`src/rtl/addr_dec_pkg.sv`:
```
package addr_dec_pkg;

  localparam int unsigned AW = 24;
  localparam int unsigned FULL_SLOTS = 3;
  localparam int unsigned PART_SLOTS = 7;

  // base and care are byte addresses; bit 0 never exists on the bus
  typedef struct packed {
    logic [AW-1:0] base;
    logic [AW-1:0] care;
  } region_t;

  function automatic int unsigned num_regions(input bit full);
    return full ? FULL_SLOTS : PART_SLOTS;
  endfunction

  function automatic region_t region_of(input bit full, input int unsigned idx);
    region_t r;
    // bit 0 set in base and care: unused slots can never match
    r.base = '1;
    r.care = '1;
    if (full) begin
      case (idx)
        0: begin r.base = 24'h480000; r.care = 24'hFE0000; end
        1: begin r.base = 24'h600000; r.care = 24'hFF8000; end
        2: begin r.base = 24'h700000; r.care = 24'hFF8000; end
        default: ;
      endcase
    end else begin
      if (idx < 2) begin
        r.base = AW'(idx) << 20;
        r.care = 24'hB00000;
      end else if (idx < 6) begin
        r.base = 24'h200000 | (AW'(idx - 2) << 19);
        r.care = 24'hB80000;
      end else if (idx == 6) begin
        r.base = 24'hC00000;
        r.care = 24'hC00000;
      end
    end
    return r;
  endfunction

endpackage

```
`src/rtl/addr_dec_region.sv`:
```
module addr_dec_region
  import addr_dec_pkg::*;
#(
  parameter bit          FULL = 1'b1,
  parameter int unsigned IDX  = 0
) (
  input  logic [AW-1:1] addr_i,
  output logic          hit_o
);

  localparam region_t REG = region_of(FULL, IDX);

  logic [AW-1:0] byte_addr;

  assign byte_addr = {addr_i, 1'b0};
  assign hit_o     = ((byte_addr & REG.care) == (REG.base & REG.care));

endmodule

```
`src/rtl/addr_dec_lane.sv`:
```
module addr_dec_lane (
  input  logic hit_i,
  input  logic as_ni,
  input  logic strobe_ni,
  output logic cs_no
);

  assign cs_no = ~(hit_i & ~as_ni & ~strobe_ni);

endmodule

```
`src/rtl/bus_cs_decoder.sv`:
```
module bus_cs_decoder #(
  parameter bit          FULL_DECODE = 1'b1,
  parameter int unsigned NDEV        = addr_dec_pkg::num_regions(FULL_DECODE)
) (
  input  logic [addr_dec_pkg::AW-1:1] addr_i,
  input  logic                        as_ni,
  input  logic                        uds_ni,
  input  logic                        lds_ni,
  output logic [NDEV-1:0]             cs_hi_no,
  output logic [NDEV-1:0]             cs_lo_no,
  output logic                        unmapped_o
);

  logic [NDEV-1:0] hit;

  for (genvar g = 0; g < NDEV; g++) begin : g_slot
    addr_dec_region #(
      .FULL(FULL_DECODE),
      .IDX (g)
    ) u_region (
      .addr_i(addr_i),
      .hit_o (hit[g])
    );

    addr_dec_lane u_hi (
      .hit_i    (hit[g]),
      .as_ni    (as_ni),
      .strobe_ni(uds_ni),
      .cs_no    (cs_hi_no[g])
    );

    addr_dec_lane u_lo (
      .hit_i    (hit[g]),
      .as_ni    (as_ni),
      .strobe_ni(lds_ni),
      .cs_no    (cs_lo_no[g])
    );
  end

  assign unmapped_o = ~as_ni & ~(|hit);

endmodule

```
`config.mk`:
```
export PLATFORM = sky130hd
export DESIGN_NAME = bus_cs_decoder
export DESIGN_NICKNAME = d
export VERILOG_FILES = /design/src/rtl/addr_dec_pkg.sv /design/src/rtl/addr_dec_region.sv /design/src/rtl/addr_dec_lane.sv /design/src/rtl/bus_cs_decoder.sv
export SDC_FILE = /design/constraint.sdc
export NUM_CORES = 1
export LEC_CHECK = 0
export ABC_CLOCK_PERIOD_IN_PS = 3760
export BUFFER_PORTS_ARGS = -buffer_cell sky130_fd_sc_hd__buf_2
export CAP_MARGIN = 20
export CORE_AREA = 2 2 39 41
export DETAILED_ROUTE_END_ITERATION = 10
export DIE_AREA = 0 0 41 43
export PLACE_DENSITY_LB_ADDON = 0.05
export REMOVE_ABC_BUFFERS = 1
export SYNTH_ARGS = -nofsm -noshare
export SYNTH_HDL_FRONTEND = slang
export SYNTH_SLANG_ARGS = --single-unit
```
`constraint.sdc`:
```
create_clock -name vclk -period 3.76
set_clock_uncertainty 0.2 [all_clocks]
set_input_delay 0.376 -clock vclk [all_inputs]
set_output_delay 0.376 -clock vclk [all_outputs]
set_load 0.01 [all_outputs]
```
==> results of run 1 <==
## metrics by stage
step / power, W / instance area (sq um) / setup slack, ns
floorplan: 0.00000313 / 93.8 / 1.71
global placement: 0.0000108 / 209 / 1.50
detailed placement: 0.0000111 / 209 / 1.47
CTS: 0.0000112 / 209 / 1.47
global route: 0.0000121 / 209 / 1.37
finish: 0.0000110 / 209 / 1.48
## cell usage in the layout, fill, tap and decap left out
master / n
buf_2: 19
nor4b_1: 1
or3_1: 2
or4_1: 2
nand2b_1: 1
or4b_4: 1
or3b_1: 1
nand2_1: 1
a21oi_1: 1
or4b_1: 2
## area by class of cell
| cell class | count | area share |
|---|---|---|
| timing repair buffer | 19 | 0.455 |
| multi-input combinational | 12 | 0.449 |
| tap | 16 | 0.0958 |
## power by group through the flow
stage | Sequential, W | Clock, W | Combinational [W]
floorplan | 0 | 0 | 0.00000313
global placement | 0 | 0 | 0.0000108
detailed placement | 0 | 0 | 0.0000111
CTS | 0 | 0 | 0.0000112
global route | 0 | 0 | 0.0000121
finish | 0 | 0 | 0.0000110
## routing by layer
metal,GRT usage,part of all wire,vias to the layer above
li1,-,-,90
met1,0.0380,0.33,72
met2,0.0875,0.57,9
met3,0,0.094,0
met4,0,0,0
met5,0,0,-
## Yosys cell counts
cell / count / area (sq um)
nand2b_1: 1 / 6.26
a21oi_1: 1 / 5.00
or4b_1: 2 / 20.0
or3_1: 2 / 12.5
buf_4: 6 / 45.0
or3b_1: 1 / 8.76
nor4b_1: 1 / 8.76
nand2_1: 1 / 3.75
or4_1: 2 / 15.0
or4b_4: 1 / 13.8
## cell families (layout without fill, tap and decap cells)
family | Yosys count | after routing | synth area share
AO/OA/AOI/OAI | 1 | 1 | 0.0360
buffers and inverters | 6 | 19 | 0.324
AND/OR/NAND/NOR | 11 | 11 | 0.640
## worst max-delay path by stage
stage	start	endpoint	slack [ns]	depth (start not counted)
finish	addr_i[19]	cs_hi_no[2]	1.48	4
floorplan	addr_i[19]	cs_hi_no[2]	1.71	2
CTS	addr_i[19]	cs_hi_no[2]	1.47	4
global route	addr_i[23]	cs_hi_no[2]	1.37	5
global placement	addr_i[19]	cs_lo_no[2]	1.50	4
detailed placement	addr_i[19]	cs_hi_no[2]	1.47	4
## critical path, delay by kind of cell
family                 cells  cell delay [ns]
AND/OR/NAND/NOR            2             1.07
buffers and inverters      2             0.25
==> flow_summary.toml, run 1 <==
[outcome]
outcome = "complete, no violations"

[logic_synthesis]
yosysSeqAreaShare = 0
yosysWarningCount = 0
netlist_area_sq_um = 139
postSynthAreaPerCell_sq_um = 7.72
yosysUniqueCellTypes = 10
synthCells = 18

[timing]
achievable-frequency_ghz = 0.439
worstMarginPinSlew_ns = 0.357
drv_slew = 0
finalSetupTns_ns = 0
fin_crit_sh = 0.606
hold_viol = 0
setup_violations = 0
hold_slack_ns = 0.791
period_needed_ns = 2.28
slew-limit-headroom = 0.759
rsz0062_at_grt = "false"

[floorplanning]
fp.dieH_um = 43
core_sq_mm = 0.00138
start_util = 0.100
num_io_pins = 33
rows = 14
die-area_sq_mm = 0.00176
die_w_um = 41

[global_routing]
grt_pass1_vias = 147
gr-total-overflow = 0
antenna_found_initial = 0
grt.total_usage = 0.0400
grt_max_degree = 7
grt_first_pass_wirelength_um = 524

[detailed_routing]
drtIter0Drc = 1
dr.pass1.iters = 2
drt-total-wl_um = 404
routed-via-count = 171
routedWlPerCell_um = 8.60
viasPerCell = 3.64
antenna_left = 0
drc = 0

[finish]
nFlopsAndLatches = 0
drive_above_1_share = 0.645
clock_buffers = 0
regArea_sq_um = 0
multi_input_comb_area_sq_um = 93.8
fin_cells = 47
syn2layout_area_growth_pct = 50.5
utilization = 0.151
num_antenna_cells = 0
num-fill-cells = 165
nNetsFinal = 59

[power]
p_switching_w = 0.00000442
clockPowerShare = 0
pwr-share-seq = 0
pwr-share-comb = 1.000
power.density_mw_per_mm2 = 52.6
p_int_w = 0.00000657
power.share.switching = 0.402
p_leak_nw = 0.0859
irDropWorstVdd_v = 0.0000157

[setup_path]
critPathLaunchType = "input pin"
crit_slowest_cell = "or4b_4"
crit_type = "input pin to primary output"
worstSetupEndpointType = "primary output"
arrival_ns = 1.70
cp_common_cell = "buf_2"
cp_data_required_time_ns = 3.18
cp_max_fo = 5
max_stage_delay_ns = 0.55
crit_chain = "buf_2, or4b_4, or4b_1, buf_2"

[clock_network]
postCtsResizedCells = 0
post_cts_buffers = 0
cts_hold_buf = 0

[place]
placed_cells = 47
io_buffers = 19
gp_congestion = 0.580

[worst_hold_path]
min_path_type = "input pin to primary output"
hold_depth = 3
hold_end = "unmapped_o"
min-delay-start = "as_ni"

[run]
maxCapViolCount = 0
(Power assumes the default switching activity.)
==> run 2: changes to the inputs <==
--- a/config.mk
+++ b/config.mk
@@ -5,7 +5,7 @@
 export SDC_FILE = /design/constraint.sdc
 export NUM_CORES = 1
 export LEC_CHECK = 0
-export ABC_CLOCK_PERIOD_IN_PS = 3760
+export ABC_CLOCK_PERIOD_IN_PS = 1900
 export BUFFER_PORTS_ARGS = -buffer_cell sky130_fd_sc_hd__buf_2
 export CAP_MARGIN = 20
 export CORE_AREA = 2 2 39 41
==> constraint.sdc (replaced) <==
create_clock -name vclk -period 1.9
set_clock_uncertainty 0.2 [all_clocks]
set_input_delay 0.19 -clock vclk [all_inputs]
set_output_delay 0.19 -clock vclk [all_outputs]
set_load 0.01 [all_outputs]
==> flow_summary.toml, run 2 (same netlist as run 1, synthesis figures left out) <==
[setup_path]
worstSetupEndpointType = "primary output"
crit_chain = "buf_6, or4b_4, or4b_4, buf_6"
max_stage_delay_ns = 0.55
arrival_ns = 1.50
crit_type = "input pin to primary output"
critPathLaunchType = "input pin"
cp_data_required_time_ns = 1.51
crit_slowest_cell = "or4b_4"
cp_max_fo = 5

[timing]
drv_slew = 0
finalSetupTns_ns = 0
period_needed_ns = 1.89
rsz0062_at_grt = "true"
setup_ws_ns = 0.0141
achievable-frequency_ghz = 0.530
setup_violations = 0
worstMarginPinSlew_ns = 0.249
fin_crit_sh = 0.993
hold_viol = 0
slew-limit-headroom = 0.834

[finish]
nFlopsAndLatches = 0
regArea_sq_um = 0
drive_above_1_share = 0.710
final_cell_mix = "buf_2, buf_6, or4b_4, or3_1, or4_1"
nNetsFinal = 59
final_common_cell = "buf_2"
num_antenna_cells = 0
clock_buffers = 0
utilization = 0.172
syn2layout_area_growth_pct = 71.2
final_area_sq_um = 238

[run]
maxCapViolCount = 0

[power]
p_switching_w = 0.00000940
power.total_w = 0.0000254
power.density_mw_per_mm2 = 107
p_int_w = 0.0000160
pwr-share-seq = 0
clockPowerShare = 0
irDropWorstVdd_v = 0.0000376
power.share.switching = 0.371
p_leak_nw = 0.0968
pwr-share-comb = 1.000

[place]
io_buffers = 19
placed_cell_area_sq_um = 209
post-place-ws_ns = -0.0171
gp_congestion = 0.580

[floorplanning]
rows = 14
num_io_pins = 33
fp.dieH_um = 43
start_util = 0.100
die_w_um = 41
core_sq_mm = 0.00138
die-area_sq_mm = 0.00176

[worst_hold_path]
min_path_type = "input pin to primary output"

[detailed_routing]
drt-total-wl_um = 397
routed-via-count = 174
drtIter0Drc = 0
drc = 0
routedWlPerCell_um = 8.45
viasPerCell = 3.70
antenna_left = 0
dr.pass1.iters = 1

[clock_network]
cts_hold_buf = 0
post_cts_buffers = 0

[global_routing]
grt_max_degree = 7
antenna_found_initial = 0
grt_pass1_vias = 149
grt_first_pass_wirelength_um = 524
gr-total-overflow = 0
grt.total_usage = 0.0400

[outcome]
outcome = "complete, no violations"
run 2: layout make-up:
cell class                 instances  area (sq um)
multi-input combinational         12           104
tap                               16          20.0
fill                             163          1150
timing repair buffer              19           114
run 2: power groups by stage:
stage | sequential (W) | combinational (W) | clock [W]
detailed placement | 0 | 0.0000220 | 0
global placement | 0 | 0.0000214 | 0
CTS | 0 | 0.0000234 | 0
finish | 0 | 0.0000254 | 0
global route | 0 | 0.0000278 | 0
floorplan | 0 | 0.00000619 | 0
run 2: layer usage:
layer	global-route usage	vias to the layer above	wire length (um)
met2	0.0875	9	233
met1	0.0380	75	123
li1	-	90	-
met4	0	0	0
met5	0	-	0
met3	0	0	40
run 2: timing repair:
item	4_1_cts	5_1_grt
cloned	0	0
hold endpoints to repair	0	0
pin swaps	2	2
endpoints found under the setup margin	1	4
gates resized for setup	1	4
run 2: critical path: cells and delay by family:
family	cells	cell delay (ns)
AND/OR/NAND/NOR	2	1.08
buffers and inverters	2	0.23
run 2: stage by stage:
step / cells / hold WS, ns
detailed placement: 47 / 0.422
floorplan: 12 / 0.224
finish: 47 / 0.419
global route: 47 / 0.435
global placement: 47 / 0.423
CTS: 47 / 0.424
run 2: path summary, 6_finish.rpt:
kind	startpoint	endpoint	cells after the start
worst max-delay path	addr_i[16]	cs_hi_no[2]	4
worst min-delay path	as_ni	unmapped_o	3
